**src/rtl/r4m_pkg.sv**
```systemverilog
package r4m_pkg;
   // number of adder tree levels needed to reduce n leaves to one
   function automatic int unsigned tree_depth(input int unsigned n);
      int unsigned d;
      d = 0;
      while ((1 << d) < n) d++;
      return d;
   endfunction

   // digit count of an N-bit multiplier in radix 4
   function automatic int unsigned digit_count(input int unsigned n);
      return n / 2;
   endfunction
endpackage

```
**src/rtl/r4m_multiples.sv**
```systemverilog
// Sign-extends the multiplicand to the product width and forms 1x, 2x, 3x.
module r4m_multiples #(
   parameter int unsigned N = 16,
   localparam int unsigned W = 2 * N
) (
   input  logic [N-1:0] a,
   output logic [W-1:0] m1,
   output logic [W-1:0] m2,
   output logic [W-1:0] m3
);
   always_comb begin
      m1 = {{N{a[N-1]}}, a};
      m2 = {m1[W-2:0], 1'b0};
      m3 = m1 + m2;            // single shared adder for the tripled multiple
   end
endmodule

```
**src/rtl/r4m_digit_sel.sv**
```systemverilog
// One radix-4 digit: 4-to-1 multiple select, wiring shift, register.
module r4m_digit_sel #(
   parameter int unsigned W     = 32,
   parameter int unsigned SHIFT = 0,
   parameter bit          IS_TOP = 1'b0
) (
   input  logic         clk,
   input  logic         rst,
   input  logic [1:0]   dig,
   input  logic [W-1:0] m1,
   input  logic [W-1:0] m2,
   input  logic [W-1:0] m3,
   output logic [W-1:0] pp_q
);
   logic [W-1:0] sel;
   logic [W-1:0] aligned;

   generate
      if (IS_TOP) begin : g_signed
         always_comb begin
            unique case (dig)
               2'b00: sel = '0;
               2'b01: sel = m1;
               2'b10: sel = ~m2 + W'(1);
               default: sel = ~m1 + W'(1);
            endcase
         end
      end else begin : g_unsigned
         always_comb begin
            unique case (dig)
               2'b00: sel = '0;
               2'b01: sel = m1;
               2'b10: sel = m2;
               default: sel = m3;
            endcase
         end
      end
   endgenerate

   assign aligned = sel << SHIFT;

   always_ff @(posedge clk) pp_q <= aligned;

   // assertion support: a clock has passed since reset
   logic primed;
   always_ff @(posedge clk) begin
      if (rst) primed <= 1'b0;
      else     primed <= 1'b1;
   end

   generate
      if (IS_TOP) begin : g_chk_top
         logic [W-1:0] ref_top;
         always_comb begin
            case (dig)
               2'b01:   ref_top = m1 << SHIFT;
               2'b10:   ref_top = W'(0 - (m1 << (SHIFT + 1)));
               2'b11:   ref_top = W'(0 - (m1 << SHIFT));
               default: ref_top = '0;
            endcase
         end
         a_r4_top_digit: assert property (@(posedge clk) disable iff (rst)
            primed |-> pp_q == $past(ref_top));
      end else begin : g_chk_low
         logic [W-1:0] ref_low;
         assign ref_low = W'(m1 * {{(W-2){1'b0}}, dig}) << SHIFT;
         a_r3_low_digit: assert property (@(posedge clk) disable iff (rst)
            primed |-> pp_q == $past(ref_low));
      end
   endgenerate
endmodule

```
**src/rtl/r4m_add_tree.sv**
```systemverilog
// Pipelined binary adder tree, heap-indexed, one register per level.
module r4m_add_tree #(
   parameter int unsigned NUM = 8,
   parameter int unsigned W   = 32,
   localparam int unsigned LEVELS = r4m_pkg::tree_depth(NUM),
   localparam int unsigned P      = 1 << LEVELS
) (
   input  logic                    clk,
   input  logic                    rst,
   input  logic [NUM-1:0][W-1:0]   leaves,
   output logic [W-1:0]            sum
);
   logic [W-1:0] leaf [P];
   logic [W-1:0] acc  [P-1];
   logic [W-1:0] node [2*P-1];

   generate
      for (genvar j = 0; j < P; j++) begin : g_leaf
         if (j < NUM) begin : g_used
            assign leaf[j] = leaves[j];
         end else begin : g_pad
            assign leaf[j] = '0;
         end
      end
   endgenerate

   always_comb begin
      for (int i = 0; i < P - 1; i++) node[i] = acc[i];
      for (int j = 0; j < P; j++)     node[P - 1 + j] = leaf[j];
   end

   always_ff @(posedge clk) begin
      for (int i = 0; i < P - 1; i++) acc[i] <= node[2*i + 1] + node[2*i + 2];
   end

   assign sum = node[0];

   // assertion support: total of the leaves, and edges since reset
   logic [W-1:0] leaf_total;
   always_comb begin
      leaf_total = '0;
      for (int j = 0; j < NUM; j++) leaf_total = leaf_total + leaves[j];
   end

   logic [7:0] settle;
   always_ff @(posedge clk) begin
      if (rst)                   settle <= '0;
      else if (settle < 8'(LEVELS)) settle <= settle + 8'd1;
   end

   a_r5_tree_sum: assert property (@(posedge clk) disable iff (rst)
      settle >= 8'(LEVELS) |-> sum == $past(leaf_total, LEVELS));
endmodule

```
**src/rtl/r4m_mult.sv**
```systemverilog
module r4m_mult #(
   parameter int unsigned N = 16
) (
   input  logic             clk,
   input  logic             rst,
   input  logic             in_valid,
   input  logic [N-1:0]     in_a,
   input  logic [N-1:0]     in_b,
   output logic             out_valid,
   output logic [2*N-1:0]   out_prod
);
   localparam int unsigned W      = 2 * N;
   localparam int unsigned D      = r4m_pkg::digit_count(N);
   localparam int unsigned LEVELS = r4m_pkg::tree_depth(D);
   localparam int unsigned LAT    = 1 + LEVELS;

   generate
      if (N < 4 || (N % 2) != 0) begin : g_bad_width
         $error("r4m_mult: N must be even and at least 4");
      end
   endgenerate

   logic [W-1:0] m1, m2, m3;
   logic [D-1:0][W-1:0] pp;

   r4m_multiples #(.N(N)) u_mult (
      .a  (in_a),
      .m1 (m1),
      .m2 (m2),
      .m3 (m3)
   );

   generate
      for (genvar k = 0; k < D; k++) begin : g_dig
         r4m_digit_sel #(
            .W      (W),
            .SHIFT  (2 * k),
            .IS_TOP (k == D - 1)
         ) u_sel (
            .clk  (clk),
            .rst  (rst),
            .dig  (in_b[2*k +: 2]),
            .m1   (m1),
            .m2   (m2),
            .m3   (m3),
            .pp_q (pp[k])
         );
      end
   endgenerate

   r4m_add_tree #(.NUM(D), .W(W)) u_tree (
      .clk    (clk),
      .rst    (rst),
      .leaves (pp),
      .sum    (out_prod)
   );

   logic [LAT-1:0] vpipe;
   always_ff @(posedge clk) begin
      if (rst) vpipe <= '0;
      else     vpipe <= {vpipe[LAT-2:0], in_valid};
   end
   assign out_valid = vpipe[LAT-1];

   // assertion support
   logic [7:0] settle;
   always_ff @(posedge clk) begin
      if (rst)                   settle <= '0;
      else if (settle < 8'(LAT)) settle <= settle + 8'd1;
   end

   logic signed [W-1:0] ref_prod;
   assign ref_prod = $signed(in_a) * $signed(in_b);

   a_r2_valid_latency: assert property (@(posedge clk) disable iff (rst)
      settle >= 8'(LAT) |-> out_valid == $past(in_valid, LAT));
   a_r1_product: assert property (@(posedge clk) disable iff (rst)
      (settle >= 8'(LAT) && out_valid) |-> out_prod == $past(ref_prod, LAT));
   a_r7_reset_clear: assert property (@(posedge clk)
      $past(rst) |-> !out_valid);
endmodule

```
**config.mk**
```make
export PLATFORM = sky130hd
export DESIGN_NAME = r4m_mult
export DESIGN_NICKNAME = d
export VERILOG_FILES = /design/src/rtl/r4m_pkg.sv /design/src/rtl/r4m_multiples.sv /design/src/rtl/r4m_digit_sel.sv /design/src/rtl/r4m_add_tree.sv /design/src/rtl/r4m_mult.sv
export SDC_FILE = /design/constraint.sdc
export NUM_CORES = 1
export LEC_CHECK = 0
export CAP_MARGIN = 20
export CORE_MARGIN = 3
export CORE_UTILIZATION = 50
export CTS_CLUSTER_DIAMETER = 200
export CTS_CLUSTER_SIZE = 24
export DETAILED_ROUTE_END_ITERATION = 12
export PLACE_DENSITY = 0.68
export SYNTH_ARGS = -nofsm -noshare
export SYNTH_HDL_FRONTEND = slang
export SYNTH_SLANG_ARGS = --single-unit
```
**constraint.sdc**
```tcl
create_clock -name clk -period 4 [get_ports clk]
set_input_delay 0.8 -clock clk [delete_from_list [all_inputs] [get_ports clk]]
set_output_delay 0.8 -clock clk [all_outputs]
set_load 0.03 [all_outputs]
```
# Word-level counts from Yosys, hierarchy flattened
# Memories as Yosys holds them, arrays and structs flattened.
# Index checks and enable logic that the tools add are counted.
[op_classes] reduce_logical=8 n_mux=8 n_eq_ne=16 n_addsub=10 bitwise_logic=2
[op_table] op="adder 32 bit" count=7
[op_table] op="one-hot mux 32 bit (3 select lines)" count=1
[op_table] op="one-hot mux 30 bit (3 select lines)" count=1
[op_table] op="one-hot mux 28 bit (3 select lines)" count=1
[op_table] op="one-hot mux 26 bit (3 select lines)" count=1
[op_table] op="one-hot mux 24 bit (3 select lines)" count=1
[op_table] op="one-hot mux 22 bit (3 select lines)" count=1
[op_table] op="one-hot mux 20 bit (3 select lines)" count=1
[op_table] op="one-hot mux 18 bit (3 select lines)" count=1
[op_table] op="adder 18 x 1 -> 18 bit (second input constant)" count=2
[op_table] op="NOT 18 bit" count=2
[op_table] op="adder 16 x 17 -> 18 bit" count=1
[op_table] op="== test 2 x 1 -> 1 bit (second input constant)" count=8
[op_table] op="== test 2 bit (second input constant)" count=8
[op_table] op="logical NOT 2 bit" count=8
[totals] mem_count=1 wordCells=54 ram_bits=224 out_inout_bits=33 reg_bits=204 input_bits=35
[mem_list] memory="u_tree.acc" words=7 width=32 read_ports=7 rd_clocked_by_memory_dff=0 write_ports=7 line_no="r4m_add_tree.sv:14" rtl="logic [W-1:0] acc [P-1];"

# Longest topological paths before layout
[logic_depth] ltp_word=3 depth_mapped=12 depth_no_buf=11

# Hierarchy
# From an unflattened synthesis, not the netlist that was laid out.
[unflattened] hier_cells=2655 hier_area_um2=26332.8
[by_module_without_submodules] mod="r4m_add_tree" cells_each=1621 seq_area_each_um2=4484.3 n_inst=1 area_per_inst_um2=14735.4
[by_module_without_submodules] mod="r4m_digit_sel (g_dig[0].u_sel)" cells_each=109 seq_area_each_um2=640.6 n_inst=1 area_per_inst_um2=1540.2
[by_module_without_submodules] mod="r4m_digit_sel (g_dig[7].u_sel)" cells_each=190 seq_area_each_um2=360.3 n_inst=1 area_per_inst_um2=1508.9
[by_module_without_submodules] mod="r4m_multiples" cells_each=175 seq_area_each_um2=0.0 n_inst=1 area_per_inst_um2=1318.8
[by_module_without_submodules] mod="r4m_digit_sel (g_dig[2].u_sel)" cells_each=99 seq_area_each_um2=560.5 n_inst=1 area_per_inst_um2=1315.0
[by_module_without_submodules] mod="r4m_digit_sel (g_dig[1].u_sel)" cells_each=103 seq_area_each_um2=600.6 n_inst=1 area_per_inst_um2=1290.0
[by_module_without_submodules] mod="r4m_digit_sel (g_dig[3].u_sel)" cells_each=95 seq_area_each_um2=520.5 n_inst=1 area_per_inst_um2=1276.2
[by_module_without_submodules] mod="r4m_digit_sel (g_dig[4].u_sel)" cells_each=91 seq_area_each_um2=480.5 n_inst=1 area_per_inst_um2=1211.2
[by_module_without_submodules] mod="r4m_digit_sel (g_dig[5].u_sel)" cells_each=84 seq_area_each_um2=440.4 n_inst=1 area_per_inst_um2=1087.3
[by_module_without_submodules] mod="r4m_digit_sel (g_dig[6].u_sel)" cells_each=80 seq_area_each_um2=400.4 n_inst=1 area_per_inst_um2=944.7
[by_module_without_submodules] mod="r4m_mult" cells_each=8 seq_area_each_um2=80.1 n_inst=1 area_per_inst_um2=105.1

# Worst setup path before layout
# No wires, ideal clock.
[synth_timing] kind="in2reg" start="input in_a[3]" end="register g_dig[0].u_sel.pp_q[15]" cell_stages=11 required_ps=3874 t_arrival_ps=3237 n_path_buf=1 setup_ps=126 path_slack_ps=637 cell_sequence="clkbuf_1 clkinv_1 ha_1 a211oi_1 o21bai_1 a31oi_1 o2111ai_1 a31o_1 a21oi_2 xor2_2 o21ai_1"
[synth_between] elab_chain_len=2
[synth_rtl] item="from (decl)" line_no="r4m_mult.sv:7" rtl="input logic [N-1:0] in_a,"
[synth_rtl] item="adder 16 x 17 -> 18 bit" line_no="r4m_multiples.sv:14" rtl="m3 = m1 + m2;"
[synth_rtl] item="one-hot mux 32 bit (3 select lines)" line_no="r4m_digit_sel.sv:30" rtl="unique case (dig)"
[synth_rtl] item="named net g_dig[0].u_sel.aligned[15]" line_no="r4m_digit_sel.sv:16" rtl="logic [W-1:0] aligned;"
[synth_rtl] item="to (signal assigned)" line_no="r4m_digit_sel.sv:42" rtl="always_ff @(posedge clk) pp_q <= aligned;"
[synth_rtl] item="to (decl)" line_no="r4m_digit_sel.sv:13" rtl="output logic [W-1:0] pp_q"
# The timed path passes the listed nets, and every way through them passes these cells.
# A chain may end at the register's enable or synchronous reset.

# Worst setup path in the final report
[layout_timing] start="input in_a[1]" end="register g_dig[2].u_sel.pp_q[19]"
[layout_between] elab_chain_len=2
[layout_rtl] item="adder 16 x 17 -> 18 bit" line_no="r4m_multiples.sv:14"
[layout_rtl] item="one-hot mux 28 bit (3 select lines)" line_no="r4m_digit_sel.sv:30"
[layout_rtl] item="named net g_dig[2].u_sel.sel[15]" line_no="r4m_digit_sel.sv:15" rtl="logic [W-1:0] sel;"
[layout_rtl] item="to (signal assigned)" line_no="r4m_digit_sel.sv:42"
[layout_rtl] item="to (decl)" line_no="r4m_digit_sel.sv:13"
# The timed path passes the listed nets, and every way through them passes these cells.

==> flow_summary.toml <==
[sta]
finalClockSkew_ns = 0.02406
finalHoldViolCount = 0
slew_viol_final = 0
setup_viol = 0
relSlewSlack = 0.2793
period_share = 0.8357
setup_tns_ns = 0
rsz0062_at_grt = "false"
fmax_mhz = 299.1
period_needed_ns = 3.343
worst_pin_slew_ns = 1.079
whs_ns = 0.3295

[yosys]
syn_area_um2 = 17540
synth_nets = 2117
yosys-top-cells-area = "dfxtp_1, ha_1, xnor2_1"
synthCells = 1904
synth.most_common_cell = "dfxtp_1"
async_flop_share = 0
ys_types = 82
synth_edf_count = 0
ys_seq_area_frac = 0.3882
synth_top_area_share = 0.3882
synth-seq-cells = 340
syn-mean-instance-area_um2 = 9.210
ys.flop_type = "dfxtp_1"
synth-warning-count = 0
yosysTopAreaCell = "dfxtp_1"
yosys-top-cells-count = "dfxtp_1, ha_1, nand2_1"

[routing]
drc = 0
drtPass1Iterations = 6
drtIter0Drc = 833
num_vias = 13850
vias_per_cell = 5.729
drt-wirelength-per-cell_um = 18.06
wl_mm = 43.66
ant_nets = 0

[clock_network]
cts.path.max_buffers = 3
cts_sinks = 340
root_buffer = "clkbuf_16"
cts_tree = "done"
htreeDepth = 1
postCtsSetupBuffers = 0
cts-resized-gates = 0
clk_latency_ns = 0.53
numCtsBuffers = 18
ctsHoldBuffers = 0
clk_pin_slew_ns = 0.09

[critical_path]
worstPathRequired_ns = 4.41
slowest_stage = "fa_1"
path_cells = "clkdlybuf4s50_1 > buf_4 > fa_1 > a211oi_1 > o21bai_1 > a31oi_1 > o2111ai_1 > a31o_1 > a21oi_2 > xor2_2 > buf_4 > o21ai_1"
cpPeakStageDelay_ns = 0.49
critical_path_class = "input pin to flop"
worst_path_most_repeated_cell = "buf_4"
worstSetupEndpointType = "flop"
crit_arrival_ns = 3.75
path_buf_inv = 3
rr_worst_depth = 10
startpoint_type = "input pin"
worstReg2RegStart = "u_tree.acc[6][12]"
crit_fanout = 11
rrSetupSlack_ns = 1.07
critical_path.top_delay_family = "compound AO/OA/AOI/OAI gates"
r2r-end = "u_tree.acc[2][30]"

[floorplan]
initial_core_util = 0.5152
die_area_um2 = 37350
fp.dieW_um = 193.3
fp.coreArea_um2 = 34040
io_pins = 68
fp-row-count = 67
die_h_um = 193.3

[pwr]
swShare = 0.3847
power.internal_mw = 7.951
power_mw = 12.92
p_seq_frac = 0.362
switching_power_mw = 4.971
pwr-share-clk = 0.151
powerDensity_nw_per_um2 = 666.3
pwr-share-comb = 0.488
ir_drop_v = 0.0005128
p_leak_nw = 8.571

[worst_hold_path]
hold_depth = 0
holdPathEnd = "u_tree.acc[2][10]"
holdCritStartpoint = "u_tree.acc[5][10]"
hold_class = "flop to flop"

[run]
drv_cap = 0

[cells_and_area]
antenna_cells = 0
nets = 2182
register_area_um2 = 6807
drive_above_1_share = 0.06145
synthToLayoutAreaGrowth_pct = 10.59
fillers = 3117
final_cell_area_um2 = 19390
multi_input_comb_area_um2 = 10160

[grt]
grt.total_usage = 0.2258
antenna_found_initial = 1
grt_pass1_wl_mm = 70.01
grt_max_degree = 29
grt-ovfl-total = 0
first_global_vias = 13350

[placement]
port_buffers = 67
dpl_cell_area_um2 = 18900
post-dp-hpwl_mm = 33.72
gp_congestion = 0.8736

[outcome]
status = "finished, final reports clean"
-- how the worst max path moves through the flow --
stage	start	end	slack [ns]	cells past startpoint
after detailed placement	in_a[1]	g_dig[2].u_sel.pp_q[19]	0.17	12
after floorplan	in_a[3]	g_dig[0].u_sel.pp_q[15]	0.64	11
final	in_a[1]	g_dig[2].u_sel.pp_q[19]	0.66	12
after global routing	in_a[0]	g_dig[2].u_sel.pp_q[13]	0.46	12
after CTS	in_a[1]	g_dig[0].u_sel.pp_q[9]	0.72	12
after global placement	in_a[1]	g_dig[0].u_sel.pp_q[9]	0.29	12
-- sequential cells by signal, summed over array words and instances, names as in the netlist --
signal            flops
u_tree.acc          192
g_dig.u_sel.pp_q    144
vpipe                 4
-- through the flow --
step / setup slack (ns) / utilization / std cells
after global placement: 0.2878 / 0.5552 / 2397
after floorplan: 0.6368 / - / 1904
after global routing: 0.4627 / 0.5698 / 2417
after detailed placement: 0.1730 / 0.5552 / 2397
after CTS: 0.7186 / 0.5698 / 2417
final: 0.6571 / 0.5698 / 2417
-- worst register-to-register path: stages (launching register included) --
cell	delay, ns
dfxtp_1	0.31
ha_1	0.21
fa_1	0.41
a21oi_1	0.24
o211ai_1	0.24
a2111oi_2	0.51
o31ai_1	0.19
nor3_1	0.23
o21bai_1	0.11
a21oi_1	0.18
xnor2_1	0.19
-- routing by layer --
layer	global-route usage	routed length [um]
met2	0.3790	20100
met5	0	13
met3	0.03061	2434
met4	0.06456	1137
met1	0.3058	19980
-- cell usage in the layout (no fill, tap or decap), drive strengths merged, types with 11 or more instances in the layout --
| cell | instances |
|---|---|
| a21o | 61 |
| a211oi | 18 |
| o21bai | 17 |
| inv | 68 |
| nor2b | 38 |
| a21oi | 114 |
| mux2 | 19 |
| nand4 | 14 |
| nand2b | 22 |
| and2 | 19 |
| clkdlybuf4s50 | 67 |
| o211ai | 14 |
| a22o | 83 |
| and3 | 16 |
| clkbuf | 19 |
| ha | 170 |
| xor2 | 35 |
| o221ai | 16 |
| xnor2 | 111 |
| nor2 | 122 |
| o21a | 24 |
| o21ai | 145 |
| buf | 57 |
| nand3 | 23 |
| nand2 | 162 |
| nand3b | 11 |
| dfxtp | 340 |
| nor3 | 24 |
| a31oi | 14 |
-- power by group through the flow --
stage / Sequential [mW] / Combinational (mW) / Clock, mW
after floorplan: 4.95 / 4.42 / 0
after detailed placement: 4.76 / 6.25 / 0
after CTS: 4.68 / 6.29 / 2.02
after global placement: 4.75 / 6.12 / 0
after global routing: 4.76 / 6.99 / 2.11
final: 4.67 / 6.30 / 1.95
-- cell type report --
type,instances,share of cell area
multi-input combinational,1412,0.5238
sequential,340,0.3510
timing repair buffer,124,0.05665
tap,448,0.02891
clock buffer,19,0.02452
inverter,73,0.01413
clock inverter,1,0.001032
-- kinds of logic (layout without fill, tap and decap cells) --
kind of cell | count (synthesis) | after routing | synth area share
xor gates and xnor gates | 146 | 146 | 0.07335
AOI/OAI and AO/OA | 582 | 582 | 0.2288
buffers and inverters | 152 | 217 | 0.03261
adders and majority gates | 178 | 178 | 0.1304
and+or+nand+nor | 480 | 480 | 0.1304
muxes | 26 | 26 | 0.01620
DFF | 340 | 340 | 0.3882
Note: power is estimated with default switching activity, not from simulation.
